[config.mk]
export PLATFORM = sky130hd
export DESIGN_NAME = eeprom_status_gate
export DESIGN_NICKNAME = d
export VERILOG_FILES = /design/src/rtl/esg_pkg.sv /design/src/rtl/esg_span_check.sv /design/src/rtl/esg_nv_store.sv /design/src/rtl/esg_cfg_stage.sv /design/src/rtl/esg_seq.sv /design/src/rtl/eeprom_status_gate.sv
export SDC_FILE = /design/constraint.sdc
export NUM_CORES = 1
export LEC_CHECK = 0
export BUFFER_PORTS_ARGS = -buffer_cell sky130_fd_sc_hd__buf_2
export CAP_MARGIN = 15
export CELL_PAD_IN_SITES_DETAIL_PLACEMENT = 1
export CELL_PAD_IN_SITES_GLOBAL_PLACEMENT = 1
export CORE_MARGIN = 8
export CORE_UTILIZATION = 28
export DETAILED_ROUTE_END_ITERATION = 7
export GPL_TIMING_DRIVEN = 1
export PLACE_DENSITY = 0.86
export SYNTH_ARGS = -nofsm -noshare
export SYNTH_HDL_FRONTEND = slang
export SYNTH_SLANG_ARGS = --single-unit
[constraint.sdc]
create_clock -name clk -period 1.65 [get_ports clk]
set_clock_uncertainty 0.05 [all_clocks]
set_input_delay 0.165 -clock clk [delete_from_list [all_inputs] [get_ports clk]]
set_output_delay 0.165 -clock clk [all_outputs]
set_load 0.01 [all_outputs]
[src/rtl/esg_pkg.sv]
package esg_pkg;

    localparam int STAT_W    = 8;
    localparam int BIT_GUARD = 7;
    localparam int BIT_SPHI  = 3;
    localparam int BIT_SPLO  = 2;
    localparam int BIT_ARM   = 1;
    localparam int BIT_BUSY  = 0;

    typedef enum logic [1:0] {
        JOB_NONE  = 2'd0,
        JOB_ARRAY = 2'd1,
        JOB_CFG   = 2'd2
    } job_e;

    typedef struct packed {
        logic       guard_en;
        logic [1:0] span;
    } nv_t;

    localparam nv_t NV_INIT = '{guard_en: 1'b0, span: 2'b00};

    function automatic nv_t nv_from_byte(input logic [STAT_W-1:0] b);
        nv_t n;
        n.guard_en = b[BIT_GUARD];
        n.span     = {b[BIT_SPHI], b[BIT_SPLO]};
        return n;
    endfunction

    function automatic logic [STAT_W-1:0] fmt_status(input nv_t n, input logic armed,
                                                     input logic busy);
        logic [STAT_W-1:0] s;
        if (busy) begin
            s = '1;
        end else begin
            s            = '0;
            s[BIT_GUARD] = n.guard_en;
            s[BIT_SPHI]  = n.span[1];
            s[BIT_SPLO]  = n.span[0];
            s[BIT_ARM]   = armed;
        end
        return s;
    endfunction

endpackage

[src/rtl/esg_span_check.sv]
module esg_span_check #(
    parameter int ADDR_W = 12
) (
    input  logic [1:0]        span,
    input  logic [ADDR_W-1:0] addr,
    output logic              hit
);
    localparam logic [ADDR_W:0] QUARTER  = (ADDR_W+1)'(1) << (ADDR_W - 2);
    localparam logic [ADDR_W:0] TOP_QTR  = 3 * QUARTER;
    localparam logic [ADDR_W:0] TOP_HALF = 2 * QUARTER;

    logic [ADDR_W:0] a_ext;
    assign a_ext = {1'b0, addr};

    always_comb begin
        unique case (span)
            2'b00:   hit = 1'b0;
            2'b01:   hit = (a_ext >= TOP_QTR);
            2'b10:   hit = (a_ext >= TOP_HALF);
            default: hit = 1'b1;
        endcase
    end
endmodule

[src/rtl/esg_nv_store.sv]
module esg_nv_store
    import esg_pkg::*;
(
    input  logic clk,
    input  logic rst,
    input  logic load,
    input  nv_t  load_val,
    output nv_t  nv
);
    nv_t nv_q;

    always_ff @(posedge clk) begin
        if (rst)       nv_q <= NV_INIT;
        else if (load) nv_q <= load_val;
    end

    assign nv = nv_q;
endmodule

[src/rtl/esg_cfg_stage.sv]
module esg_cfg_stage
    import esg_pkg::*;
(
    input  logic              clk,
    input  logic              rst,
    input  logic              pwr_cycle,
    input  logic              sel_n,
    input  logic              blocked,
    input  logic              cfg_req,
    input  logic [STAT_W-1:0] cfg_data,
    output logic              release_pend,
    output nv_t               staged
);
    logic sel_q;
    logic pend_q;
    nv_t  staged_q;
    logic rise;

    assign rise = sel_n & ~sel_q;

    always_ff @(posedge clk) begin
        if (rst || pwr_cycle) begin
            sel_q    <= 1'b1;
            pend_q   <= 1'b0;
            staged_q <= NV_INIT;
        end else begin
            sel_q <= sel_n;
            if (rise || blocked) begin
                pend_q <= 1'b0;
            end else if (cfg_req) begin
                pend_q   <= 1'b1;
                staged_q <= nv_from_byte(cfg_data);
            end
        end
    end

    assign release_pend = pend_q & rise;
    assign staged       = staged_q;
endmodule

[src/rtl/esg_seq.sv]
module esg_seq
    import esg_pkg::*;
(
    input  logic clk,
    input  logic rst,
    input  logic pwr_cycle,
    input  logic latch_set,
    input  logic latch_clr,
    input  logic arr_go,
    input  logic cfg_go,
    input  nv_t  cfg_val,
    input  logic wr_done,
    output logic armed,
    output logic busy,
    output logic nv_load,
    output nv_t  nv_val
);
    logic armed_q;
    logic busy_q;
    job_e job_q;
    nv_t  hold_q;

    always_ff @(posedge clk) begin
        if (rst || pwr_cycle) begin
            armed_q <= 1'b0;
            busy_q  <= 1'b0;
            job_q   <= JOB_NONE;
            hold_q  <= NV_INIT;
        end else if (busy_q) begin
            if (wr_done) begin
                busy_q  <= 1'b0;
                armed_q <= 1'b0;
                job_q   <= JOB_NONE;
            end
        end else if (arr_go) begin
            busy_q <= 1'b1;
            job_q  <= JOB_ARRAY;
        end else if (cfg_go) begin
            busy_q <= 1'b1;
            job_q  <= JOB_CFG;
            hold_q <= cfg_val;
        end else if (latch_clr) begin
            armed_q <= 1'b0;
        end else if (latch_set) begin
            armed_q <= 1'b1;
        end
    end

    assign armed   = armed_q;
    assign busy    = busy_q;
    assign nv_load = busy_q & wr_done & (job_q == JOB_CFG) & ~pwr_cycle;
    assign nv_val  = hold_q;
endmodule

[src/rtl/eeprom_status_gate.sv]
module eeprom_status_gate
    import esg_pkg::*;
#(
    parameter int ADDR_W = 12
) (
    input  logic              clk,
    input  logic              rst,
    input  logic              pwr_cycle,
    input  logic              sel_n,
    input  logic              guard_n,
    input  logic              latch_set,
    input  logic              latch_clr,
    input  logic              cfg_req,
    input  logic [7:0]        cfg_data,
    input  logic              arr_req,
    input  logic [ADDR_W-1:0] arr_addr,
    input  logic              wr_done,
    output logic [7:0]        status,
    output logic              arr_grant,
    output logic              cfg_grant
);
    nv_t  nv;
    nv_t  staged;
    nv_t  load_val;
    logic load;
    logic armed;
    logic busy;
    logic hit;
    logic blocked;
    logic release_pend;

    assign blocked = nv.guard_en & ~guard_n;

    esg_span_check #(.ADDR_W(ADDR_W)) u_span (
        .span (nv.span),
        .addr (arr_addr),
        .hit  (hit)
    );

    esg_cfg_stage u_stage (
        .clk          (clk),
        .rst          (rst),
        .pwr_cycle    (pwr_cycle),
        .sel_n        (sel_n),
        .blocked      (blocked),
        .cfg_req      (cfg_req),
        .cfg_data     (cfg_data),
        .release_pend (release_pend),
        .staged       (staged)
    );

    assign arr_grant = arr_req & armed & ~busy & ~hit;
    assign cfg_grant = release_pend & armed & ~busy & ~blocked & ~arr_req;

    esg_seq u_seq (
        .clk       (clk),
        .rst       (rst),
        .pwr_cycle (pwr_cycle),
        .latch_set (latch_set),
        .latch_clr (latch_clr),
        .arr_go    (arr_grant),
        .cfg_go    (cfg_grant),
        .cfg_val   (staged),
        .wr_done   (wr_done),
        .armed     (armed),
        .busy      (busy),
        .nv_load   (load),
        .nv_val    (load_val)
    );

    esg_nv_store u_nv (
        .clk      (clk),
        .rst      (rst),
        .load     (load),
        .load_val (load_val),
        .nv       (nv)
    );

    assign status = fmt_status(nv, armed, busy);
endmodule

# Word level (Yosys, flattened, before mapping)
# Cells that the tools add are included.
# Widths: inputs -> output; s select.
[op_classes]
n_eq_ne = 6
order_cmp = 2
n_mux = 16
reduce_logical = 10
bitwise = 22
[op_table]
columns = ["cell", "n"]
rows = [
  ["$ge 12x12->1 const B", 2],
  ["$and 1x1->1", 13],
  ["$mux 1", 10],
  ["$not 1->1", 9],
  ["$mux 2", 4],
  ["$mux 8", 1],
  ["$reduce_bool 3->1", 2],
  ["$eq 2x2->1 const B", 2],
  ["$ne 2x1->1 const B", 2],
  ["$reduce_and 2->1", 2],
  ["$reduce_and 4->1", 1],
  ["$pmux 1 s3", 1],
  ["$reduce_and 3->1", 1],
  ["$eq 2x1->1 const B", 1],
  ["$logic_not 2->1", 1],
  ["$logic_or 1x1->1", 2],
  ["$ne 2x2->1 const B", 1],
  ["$reduce_or 2->1", 1],
]
[totals]
input_bits = 30
word_cells = 67
regBits = 15
out_inout_bits = 10

# Depth between registers and ports, before layout
# Gate-level depths: netlist of the first run.
[logic_depth]
depth_word = 10
depth_mapped = 5
ltp_nobuf = 4

# Modules after synthesis
# Synthesis of the first run repeated with hierarchy kept, for this count alone.
[hier_totals]
hier_cells = 82
hier_area_um2 = 814.5
[modules_own_cells]
columns = ["module", "cells_per_inst", "area_each_um2", "n_inst", "seq_area_each_um2"]
rows = [
  ["esg_seq", 35, 367.9, 1, 140.1],
  ["esg_cfg_stage", 23, 212.7, 1, 100.1],
  ["eeprom_status_gate", 12, 118.9, 1, 0.0],
  ["esg_nv_store", 9, 101.3, 1, 60.1],
  ["esg_span_check", 3, 13.8, 1, 0.0],
]

# Worst setup path before layout of the first run
# OpenSTA, ideal clock, no wires.
[synth_timing]
path_type = "reg-to-reg"
startpoint = "reg u_seq.busy_q (netlist: u_seq.busy)"
endpoint = "reg u_nv.nv_q (netlist bit u_nv.nv[0])"
required_ns = 1.486
path_slack_ns = 0.181
path_buffers = 1
period_less_slack_ns = 1.469
t_arrival_ns = 1.305
path_stages_with_launch = 6
setup_time_ns = 0.114
cell_sequence = "dfxtp_1 > nand2_2 > or4b_1 > buf_2 > mux2i_1 > nor2_1"
[synth_via]
elab_chain_len = 3
[synth_rtl]
columns = ["element", "line_no", "source"]
rows = [
  ["start: declaration", "esg_seq.sv:19", "logic busy_q;"],
  ["start signal: assignment", "esg_seq.sv:26", "busy_q <= 1'b0;"],
  ["start signal: assignment", "esg_seq.sv:31", "busy_q <= 1'b0;"],
  ["start signal: assignment", "esg_seq.sv:36", "busy_q <= 1'b1;"],
  ["$and 1x1->1 (3 in series)", "esg_seq.sv:51", "assign nv_load = busy_q & wr_done & (job_q == JOB_CFG) & ~pwr_cycle;"],
  ["end signal: assignment", "esg_nv_store.sv:14", "else if (load) nv_q <= load_val;"],
  ["end: declaration", "esg_nv_store.sv:10", "nv_t nv_q;"],
]
# No other way between the ends.
# A chain may end at the register's enable or synchronous reset.

# Worst setup path after layout of the first run
[layout_timing]
startpoint = "reg u_seq.busy_q (netlist: u_seq.busy)"
endpoint = "out cfg_grant"
[layout_via]
elab_chain_len = 4
[layout_rtl]
columns = ["element", "line_no", "source"]
rows = [
  ["$not 1->1 (no source line)", "n/a", ""],
  ["$and 1x1->1 (3 in series)", "eeprom_status_gate.sv:53", "assign cfg_grant = release_pend & armed & ~busy & ~blocked & ~arr_req;"],
  ["end: declaration", "eeprom_status_gate.sv:20", "output logic cfg_grant"],
]
# No other way between the ends.

==> qor.txt, run 1 <==
Status: finished, final reports clean
Crit path cell chain: and2b_2 -> nand4b_4 -> inv_1 -> buf_2
WHS Path Cells: 2
N_diodes: 0
Crit start category: flop
Largest net degree at the start of global routing: 12
Detail Placement HPWL: 1.328 mm
Final worst slack: 0.09975 ns
Routed Antenna Nets: 0
Num ports: 40
Hold Violations, Final: 0
Die W: 64.58 um
Top post-synthesis cells by area: dfxtp_1 (45%), mux2i_1 (14%), nor2_1 (5.7%)
Seq cells post-synth: 15
Final setup vio count: 0
Shortest period the worst path allows: 1.550 ns
Synth top area share: 45.45%
Vias in the first global route: 678
Cell taking the most area after synthesis: dfxtp_1
Root buffer cell: clkbuf_4
DR vias: 590
CTS tree: yes
Most frequent cell after synthesis: dfxtp_1
CP arrival: 1.34 ns
Critical Path RT: 1.43 ns
Leak Pwr: 0.4723 nW
CTS max path bufs: 2
Ys flop type: dfxtp_1
Final non-filler cell total: 124
Netlist cell types: 25
Total CTS buffers: 3
Filler cell count: 279
Avg Cell Area, Syn: 9.305 sq um
Pre-CTS setup slack: 0.2183 ns
Worst skew pair latency: 0.28 ns
Grt ovf: 0
Gate Count Post-Synth: 71
NumNets Final: 127
Cts-stage hold buffer count: 0
Tightest Pin Transition: 0.2171 ns
Share of cells above drive strength 1: 40.63%
Worst hold endpoint: u_stage.sel_q
Wire length per cell: 12.91 um
Count of pins over their slew limit: 0
H-tree levels: 1
Core Region: 2212 sq um
Async SR Flop Fraction: 0%
Worst R2R Setup Slack: 0.21 ns
First-pass GRT wire length: 2.849 mm
Post-CTS resize count: 1
VDD IR-drop max: 503.6 uV
CP Capture Type: output pin
GPL Wtd Cong: 0.7301
Warnings from Yosys: 0
Post-synth EDFFs: 0
Core Util, Final: 37.78%
Setup_tns: 0 ns
Critical path's slowest cell: dfxtp_1
Most common library cells after synthesis: dfxtp_1 (15), nor2_1 (10), mux2i_1 (9)
Clk sink count: 15
DRC viols: 0
Die area: 4170 sq um
Via-to-Cell Ratio: 4.758
Hold_ws: 0.02564 ns
Worst Min Path Start: sel_n
Placed cells: 120
Rel. slew slack: 85.43%
Row cnt: 17
Fmax: 645.1 MHz
Initial DRC count: 18
Slowest Stage Delay on Critical Path: 0.36 ns
IO buf count: 24
CP max FO: 9
Initial antenna violation count: 0
Max Cap Viol: 0
Die Span Y: 64.58 um
RSZ-0062 raised after global routing: false
R2R cell count: 4
Final wirelength: 1.601 mm
Postcts setup bufs: 0
DRT Pass-1 Iters: 2
Overall Global Routing Usage: 8.371%
R2R Path End: u_nv.nv[0]
WS Path Type: flop to output pin
Power Dens Cells: 754.2 nW/um^2
Post-Syn Area: 660.6 sq um
Initial Utilization: 29.86%
Post-Syn Nets: 101
Hold Crit Class: primary input to flop
Area Overhead vs Synth: 26.52%
Clk slew on worst S/H paths: 0.09 ns
Seq/Total Area, Yosys: 45.45%
Crit share post-route: 93.95%
Worst reg2reg path startpoint: u_seq.busy
-- cell usage in the layout, fill, tap and decap left out, types with 2 or more instances in the layout --
cell,n
a21oi_1,2
buf_2,24
buf_4,3
clkbuf_4,3
dfxtp_1,15
inv_1,3
mux2i_1,9
nand2b_1,2
nand3_1,4
nor2_1,10
o21ai_0,2
or2_2,5
-- per-layer routing --
metal / vias up / wire [um] / track usage (%)
met4: 0 / 30 / 4.905
met2: 18 / 808 / 14.91
met1: 281 / 638 / 8.127
met5: - / 0 / 0
li1: 287 / - / -
met3: 4 / 124 / 3.093
-- power breakdown --
part | switching (mW) | leakage [nW] | internal (mW) | total (mW)
logic | 0.0243 | 0.333 | 0.0266 | 0.0509
registers | 0.00260 | 0.122 | 0.368 | 0.370
clock network | 0.119 | 0.0177 | 0.0901 | 0.209
-- through the flow --
stage	cell area, sq um	total power [mW]
after floorplan	660.6	0.4031
after global placement	799.5	0.4278
after detailed placement	799.5	0.4300
after CTS	835.8	0.6400
after global routing	835.8	0.6568
final	835.8	0.6304
-- how the worst max path moves through the flow --
stage / from / endpoint / depth (start not counted) / slack (ns)
detailed placement: u_seq.busy / u_seq.armed / 4 / 0.22
CTS: u_seq.busy / cfg_grant / 4 / 0.08
floorplan: u_seq.busy / u_nv.nv[0] / 5 / 0.18
global placement: u_seq.busy / u_nv.nv[1] / 4 / 0.27
finish: u_seq.busy / cfg_grant / 4 / 0.1
global route: u_seq.busy / cfg_grant / 4 / 0.006
-- layout make-up --
cell class | count | area, sq um | share of cell area (%)
multi-input cells | 47 | 319.1 | 38.17
well taps | 28 | 35.03 | 4.192
inverters | 3 | 11.26 | 1.347
repair buffers | 27 | 142.6 | 17.07
clock inverters | 1 | 5.005 | 0.5988
clock buffers | 3 | 22.52 | 2.695
flip-flops and latches | 15 | 300.3 | 35.93
-- cells by family after synthesis --
group                  Yosys count  share of synthesized area (%)
AND/OR/NAND/NOR                 31                          26.71
AO/OA/AOI/OAI                    7                          6.630
buffers and inverters            9                          7.575
multiplexers                     9                          13.64
flip-flops                      15                          45.45
-- flip-flops by register name (all words and copies together) (netlist names) --
| name | count |
|---|---|
| u_nv.nv | 3 |
| u_seq.nv_val | 3 |
| u_stage.staged | 3 |
| u_seq.job_q | 2 |
| u_seq.armed | 1 |
| u_seq.busy | 1 |
| u_stage.pend_q | 1 |
| u_stage.sel_q | 1 |
-- worst max-delay path: cells and delay by family, from the launching register on --
family,cells,cell delay (ns)
and+or+nand+nor,2,0.45
DFF,1,0.36
buffers and inverters,2,0.23
No activity file was read; power rests on OpenSTA's default activity.
==> inputs of run 2 (changes only) <==
--- a/config.mk
+++ b/config.mk
@@ -10,10 +10,11 @@
 export CELL_PAD_IN_SITES_DETAIL_PLACEMENT = 1
 export CELL_PAD_IN_SITES_GLOBAL_PLACEMENT = 1
 export CORE_MARGIN = 8
-export CORE_UTILIZATION = 28
+export CORE_UTILIZATION = 32
 export DETAILED_ROUTE_END_ITERATION = 7
 export GPL_TIMING_DRIVEN = 1
-export PLACE_DENSITY = 0.86
+export PLACE_DENSITY = 0.88
 export SYNTH_ARGS = -nofsm -noshare
 export SYNTH_HDL_FRONTEND = slang
+export SYNTH_HIERARCHICAL = 1
 export SYNTH_SLANG_ARGS = --single-unit
==> run 2 against run 1 <==
  * The run now ends with setup timing left
  * Non-clock buffer count grew 6
  * Final area rose by 28%
  * Core utilization up 5.8 points
  * Hold slack improved by 0.032 ns
  * Synthesized cell count up 15%
  * First-iteration DRC count decreased by 50%
  * Routed wire length rose by 43%
  * Synthesized area up 23%
  * Critical path type is now flop to flop
==> qor.txt, run 2 <==
Post-synth EDFFs: 0 (unchanged)
Top post-synthesis cells by area: dfxtp_1 (37%), nor3b_1 (5.5%), mux2i_1 (4.9%) (was dfxtp_1 (45%), mux2i_1 (14%), nor2_1 (5.7%))
DRT Pass-1 Iters: 4 (was 2)
Row cnt: 18 (was 17)
Metal2 WL: 1.207 mm (was 808 um)
Die area: 4416 sq um (was 4170 sq um)
Critical path's slowest cell: nor3b_4 (was dfxtp_1)
Die Span Y: 66.45 um (was 64.58 um)
Clk slew on worst S/H paths: 0.10 ns (was 0.09 ns)
Tightest Pin Transition: 0.3941 ns (was 0.2171 ns)
Hold_ws: 0.05805 ns (was 0.02564 ns)
Num ports: 40 (unchanged)
Grt ovf: 0 (unchanged)
Wire length per cell: 16.11 um (was 12.91 um)
Warnings from Yosys: 6 (was 0)
Top sig layer: met4 (unchanged)
RSZ-0062 raised after global routing: true (was false)
Final wirelength: 2.288 mm (was 1.601 mm)
Leak Pwr: 0.4356 nW (was 0.4723 nW)
Async SR Flop Fraction: 0% (unchanged)
Setup_tns: -0.1093 ns (was 0 ns)
Fmax: 592.5 MHz (was 645.1 MHz)
Ys flop type: dfxtp_1 (unchanged)
First-pass GRT wire length: 3.643 mm (was 2.849 mm)
Filler cell count: 293 (was 279)
CP arrival: 1.83 ns (was 1.34 ns)
Seq cells post-synth: 15 (unchanged)
Shortest period the worst path allows: 1.688 ns (was 1.550 ns)
Hold Violations, Final: 0 (unchanged)
Count of pins over their slew limit: 0 (unchanged)
VDD IR-drop max: 235.1 uV (was 503.6 uV)
Rel. slew slack: 73.52% (was 85.43%)
Post-Syn Nets: 112 (was 101)
Critical Path RT: 1.79 ns (was 1.43 ns)
Failing checks: setup timing
Core Region: 2455 sq um (was 2212 sq um)
Final worst slack: -0.03772 ns (was 0.09975 ns)
Tot Pwr: 0.6719 mW (was 0.6304 mW)
Detail Placement HPWL: 1.643 mm (was 1.328 mm)
DRC viols: 0 (unchanged)
Die W: 66.45 um (was 64.58 um)
Crit start category: flop (unchanged)
Routed Antenna Nets: 0 (unchanged)
H-tree levels: 1 (unchanged)
Netlist cell types: 32 (was 25)
Clk sink count: 15 (unchanged)
M1 wire length: 917 um (was 638 um)
Most frequent cells in the layout: buf_2 (23), dfxtp_1 (12), buf_4 (7), nor2_1 (7), nor3b_1 (6) (was buf_2 (24), dfxtp_1 (15), nor2_1 (10))
WS Path Type: flop to flop (was flop to output pin)
Top delay family on crit path: simple AND/OR/NAND/NOR gates (unchanged)
Synth top area share: 36.87% (was 45.45%)
N_diodes: 0 (unchanged)
CTS tree: yes (unchanged)
Overall Global Routing Usage: 10.70% (was 8.371%)
Total CTS buffers: 3 (unchanged)
IO buf count: 24 (unchanged)
Initial antenna violation count: 0 (unchanged)
Max Cap Viol: 0 (unchanged)
CTS max path bufs: 2 (unchanged)
Power Dens Cells: 627.3 nW/um^2 (was 754.2 nW/um^2)
WL met3: 133 um (was 124 um)
Crit share post-route: 102.3% (was 93.95%)
Initial Utilization: 33.18% (was 29.86%)
Area Overhead vs Synth: 31.49% (was 26.52%)
Pre-CTS setup slack: -0.007176 ns (was 0.2183 ns)
Most common cell after layout, fill and taps aside: buf_2 (unchanged)
Initial DRC count: 9 (was 18)
GPL Wtd Cong: 0.7232 (was 0.7301)
NumNets Final: 143 (was 127)
Crit path cell chain: nor2b_4 -> and2_4 -> nor4b_4 -> nor3b_4 -> mux2_4 (was and2b_2 -> nand4b_4 -> inv_1 -> buf_2)
CP max FO: 4 (was 9)
Final non-filler cell total: 142 (was 124)
Seq/Total Area, Yosys: 36.87% (was 45.45%)
Slowest Stage Delay on Critical Path: 0.38 ns (was 0.36 ns)
Crit path buffers/inverters: 0 (was 2)
Final setup vio count: 3 (was 0)
Hold Crit Class: primary input to flop (unchanged)
CP Capture Type: flop (was output pin)
DR vias: 720 (was 590)
Share of cells above drive strength 1: 47.32% (was 40.63%)
Avg Cell Area, Syn: 9.933 sq um (was 9.305 sq um)
Via-to-Cell Ratio: 5.070 (was 4.758)
Gate Count Post-Synth: 82 (was 71)
Largest net degree at the start of global routing: 18 (was 12)
Vias in the first global route: 818 (was 678)
Post-Syn Area: 814.5 sq um (was 660.6 sq um)
Most common library cells after synthesis: dfxtp_1 (15), nor2_1 (7), nor3b_1 (6) (was dfxtp_1 (15), nor2_1 (10), mux2i_1 (9))
Most frequent cell after synthesis: dfxtp_1 (unchanged)
Worst skew pair latency: 0.29 ns (was 0.28 ns)
Cell taking the most area after synthesis: dfxtp_1 (unchanged)
Placed cells: 134 (was 120)
Root buffer cell: clkbuf_4 (unchanged)
Status: finished with violations (was finished, final reports clean)
[run 2: cell count changes in the layout (fill, tap and decap cells not counted), sizes merged, moves of 2 or more]
cell	delta
nand2b	+2
buf	+5
a21boi	+3
inv	-2
a21oi	-2
nor3b	+8
mux2	+3
nor2	-3
nor4b	+2
mux2i	-5
o21ai	+3
[run 2: path summary, 6_finish.rpt]
| check | start | cells after the start | slack (ns) | to |
|---|---|---|---|---|
| hold / removal | sel_n | 2 | 0.06 | u_stage/sel_q |
| setup reg to reg | u_stage/sel_q | 5 | -0.04 | u_seq/nv_val[0] |
| hold reg to reg | u_seq/job_q[0] | 1 | 0.44 | u_seq/job_q[0] |
| setup / recovery | u_stage/sel_q | 5 | -0.04 | u_seq/nv_val[0] |
[run 2: power by group]
part	internal, mW	switching, mW	total, mW
clock network	0.0941	0.127	0.221
logic	0.0378	0.0415	0.0793
registers	0.368	0.00408	0.372
total	0.500	0.172	0.672
[run 2: area by class of cell]
| cell class | count | area [sq um] | area share, % |
|---|---|---|---|
| flip-flops and latches | 15 | 304.0 | 28.39 |
| repair buffers | 33 | 200.2 | 18.69 |
| well taps | 30 | 37.54 | 3.505 |
| inverters | 1 | 3.754 | 0.3505 |
| clock buffers | 4 | 26.28 | 2.453 |
| multi-input cells | 59 | 499.2 | 46.61 |
[run 2: cell families (layout without fill, tap and decap cells)]
logic type | after synthesis | in the layout | share of synthesized area, %
muxes | 7 | 7 | 9.063
buffers and inverters | 8 | 38 | 6.452
AOI/OAI and AO/OA | 13 | 13 | 11.98
DFF | 15 | 15 | 36.87
and+or+nand+nor | 39 | 39 | 35.64
[run 2: worst register-to-register path: cells and delay by family (launching register included)]
family,cells,cell delay [ns]
AND/OR/NAND/NOR,4,0.87
flip-flops,1,0.35
multiplexers,1,0.33
[run 2: metal layers]
layer	GRT usage [%]	vias to the layer above
met2	20.27	18
met5	0	-
met4	4.800	0
li1	-	352
met1	10.42	347
met3	3.020	3
[run 2: timing repair]
action | CTS | global route
resized for setup | 7 | 5
pin swaps | 1 | 4
hold endpoints to repair | 1 | 0
setup endpoints to repair | 4 | 6
buffers inserted | 2 | 1
hold buffers | 1 | 0
[run 2: per-stage QoR]
step / instance area, sq um / util [%]
global placement: 968.4 / 39.45
finish: 1071 / 43.63
global route: 1071 / 43.63
floorplan: 822.0 / -
CTS: 1042 / 42.46
detailed placement: 968.4 / 39.45
==> inputs of run 3 (changes only) <==
--- a/config.mk
+++ b/config.mk
@@ -9,7 +9,7 @@
 export CAP_MARGIN = 15
 export CELL_PAD_IN_SITES_DETAIL_PLACEMENT = 1
 export CELL_PAD_IN_SITES_GLOBAL_PLACEMENT = 1
-export CORE_MARGIN = 8
+export CORE_MARGIN = 2
 export CORE_UTILIZATION = 32
 export DETAILED_ROUTE_END_ITERATION = 7
 export GPL_TIMING_DRIVEN = 1
==> run 3 against run 2 <==
  * The run now ends clean
  * Die area shrank 33%
  * Core utilization is 0.051 points higher
  * First-iteration DRC count is 56% lower
  * Register-to-register slack better by 0.05 ns
  * Routed wire length down 14%
  * Via count down 1.7%
  * Flip-flop and latch count is the same
  * Clock power is 6% lower
  * Critical path type unchanged
==> qor.txt, run 3 (same netlist as run 2, synthesis figures left out) <==
Status: finished, final reports clean (was finished with violations)
CTS max path bufs: 2 (unchanged)
CP startpoint: u_stage/sel_q (unchanged)
Crit start category: flop (unchanged)
CP max FO: 4 (unchanged)
Max Cap Viol: 0 (unchanged)
Overall Global Routing Usage: 14.54% (was 10.70%)
Worst skew pair latency: 0.28 ns (was 0.29 ns)
DRC viols: 0 (unchanged)
Placed cells: 134 (unchanged)
NumNets Final: 143 (unchanged)
N_diodes: 0 (unchanged)
Initial Utilization: 33.18% (unchanged)
CP arrival: 1.75 ns (was 1.83 ns)
Filler cell count: 300 (was 293)
Post-route cell area: 1072 sq um (was 1071 sq um)
Die W: 54.45 um (was 66.45 um)
P_int: 0.4968 mW (was 0.4996 mW)
Hold Violations, Final: 0 (unchanged)
Power share of the combinational group: 11.4% (was 11.8%)
Sw frac: 23.96% (was 25.64%)
Row cnt: 18 (unchanged)
Sw Pwr: 0.1566 mW (was 0.1723 mW)
Crit path capture: u_seq/nv_val[2] (was u_seq/nv_val[0])
Die Span Y: 54.45 um (was 66.45 um)
Dpl cell area: 968.4 sq um (unchanged)
Core Region: 2455 sq um (unchanged)
Final non-filler cell total: 142 (unchanged)
Critical Path RT: 1.77 ns (was 1.79 ns)
Cts-stage hold buffer count: 0 (was 1)
Shortest period the worst path allows: 1.633 ns (was 1.688 ns)
Power Dens Cells: 609.3 nW/um^2 (was 627.3 nW/um^2)
R2R cell count: 5 (unchanged)
Final wirelength: 1.978 mm (was 2.288 mm)
Most common cell after layout, fill and taps aside: buf_2 (unchanged)
Share of cells above drive strength 1: 48.21% (was 47.32%)
Clk sink count: 15 (unchanged)
Clock Power Share: 31.7% (was 32.9%)
DR vias: 708 (was 720)
Count of pins over their slew limit: 0 (unchanged)
Register share of total power: 56.9% (was 55.3%)
Vias in the first global route: 774 (was 818)
Die area: 2965 sq um (was 4416 sq um)
Area Overhead vs Synth: 31.64% (was 31.49%)
Via-to-Cell Ratio: 4.986 (was 5.070)
Leak Pwr: 0.4384 nW (was 0.4356 nW)
Num ports: 40 (unchanged)
R2R Path End: u_seq/nv_val[2] (was u_seq/nv_val[0])
Rel. slew slack: 75.48% (was 73.52%)
First-pass GRT wire length: 3.125 mm (was 3.643 mm)
Initial antenna violation count: 0 (unchanged)
Root buffer cell: clkbuf_4 (unchanged)
Hold Crit Class: primary input to flop (unchanged)
Hold_ws: 0.01234 ns (was 0.05805 ns)
GPL Wtd Cong: 0.7163 (was 0.7232)
Initial DRC count: 4 (was 9)
CP Capture Type: flop (unchanged)
Tightest Pin Transition: 0.3664 ns (was 0.3941 ns)
RSZ-0062 raised after global routing: true (unchanged)
CTS tree: yes (unchanged)
Worst R2R Setup Slack: 0.02 ns (was -0.04 ns)
Routed Antenna Nets: 0 (unchanged)
DRT Pass-1 Iters: 4 (unchanged)
VDD IR-drop max: 300.9 uV (was 235.1 uV)
H-tree levels: 1 (unchanged)
Crit share post-route: 98.98% (was 102.3%)
IO buf count: 24 (unchanged)
Wire length per cell: 13.93 um (was 16.11 um)
Fmax: 612.3 MHz (was 592.5 MHz)
Largest net degree at the start of global routing: 18 (unchanged)
Final setup vio count: 0 (was 3)
Total CTS buffers: 3 (unchanged)
Clk slew on worst S/H paths: 0.09 ns (was 0.10 ns)
Worst reg2reg path startpoint: u_stage/sel_q (unchanged)
WS Path Type: flop to flop (unchanged)
Grt ovf: 0 (unchanged)
Detail Placement HPWL: 1.441 mm (was 1.643 mm)
Most frequent cells in the layout: buf_2 (22), dfxtp_1 (12), buf_4 (9) (was buf_2 (23), dfxtp_1 (12), buf_4 (7), nor2_1 (7), nor3b_1 (6))
-- run 3: changes by cell type in the layout (fill, tap and decap cells not counted) --
cell,previous run,this run
buf_2,23,22
buf_4,7,9
nor4b_2,0,1
nand3_1,3,4
nor4b_1,1,0
dlygate4sd3_1,1,0
nand3_2,1,0
-- run 3: worst min path at each step --
stage,start,end,slack (ns),cells past startpoint
final,latch_clr,u_seq/armed,0.01,2
after global routing,latch_clr,u_seq/armed,0.02,2
after CTS,latch_clr,u_seq/armed,0.02,2
after detailed placement,latch_clr,u_seq/armed,0.32,2
after global placement,latch_clr,u_seq/armed,0.31,2
after floorplan,rst,u_nv/nv[0],0.19,1
-- run 3: timing repair --
item	CTS	global route
resized for setup	2	10
buffers inserted	3	1
endpoints found under the setup margin	1	7
pin swaps	2	3
-- run 3: layout make-up --
class	instances	area, sq um	share of cell area (%)
Clock buffer	4	26.28	2.450
Sequential cell	15	304.0	28.35
Timing Repair Buffer	33	200.2	18.67
Inverter	1	3.754	0.3501
Tap cell	30	37.54	3.501
Multi-Input combinational cell	59	500.5	46.67
-- run 3: metal layers --
metal	routed length (um)	global-route usage, %
met1	809	15.61
met5	0	0
met4	29	3.750
met3	88	2.732
met2	1052	28.51
-- run 3: per-stage QoR --
stage | power [mW] | setup slack (ns) | utilization (%) | TNS (ns)
after detailed placement | 0.4490 | -0.01326 | 39.45 | -0.01326
after global routing | 0.6812 | -0.06653 | 43.68 | -0.2049
after floorplan | 0.4163 | -0.04327 | - | -0.1298
after CTS | 0.6525 | 0.0001750 | 41.74 | 0
final | 0.6534 | 0.01683 | 43.68 | 0
after global placement | 0.4457 | 0.02255 | 39.45 | 0
-- run 3: power by group through the flow --
stage                     logic [mW]  clock network (mW)  registers, mW
after global routing          0.0826               0.226          0.372
after CTS                     0.0722               0.209          0.372
after detailed placement      0.0690                   0          0.380
after global placement        0.0661                   0          0.380
after floorplan               0.0371                   0          0.379
final                         0.0747               0.207          0.372
-- run 3: critical path, stage by stage (launching register included) --
cell     delay [ns]
dfxtp_2        0.34
nor2b_4        0.11
and2_4         0.14
nor4b_4        0.20
nor3b_4        0.36
mux2_4         0.33
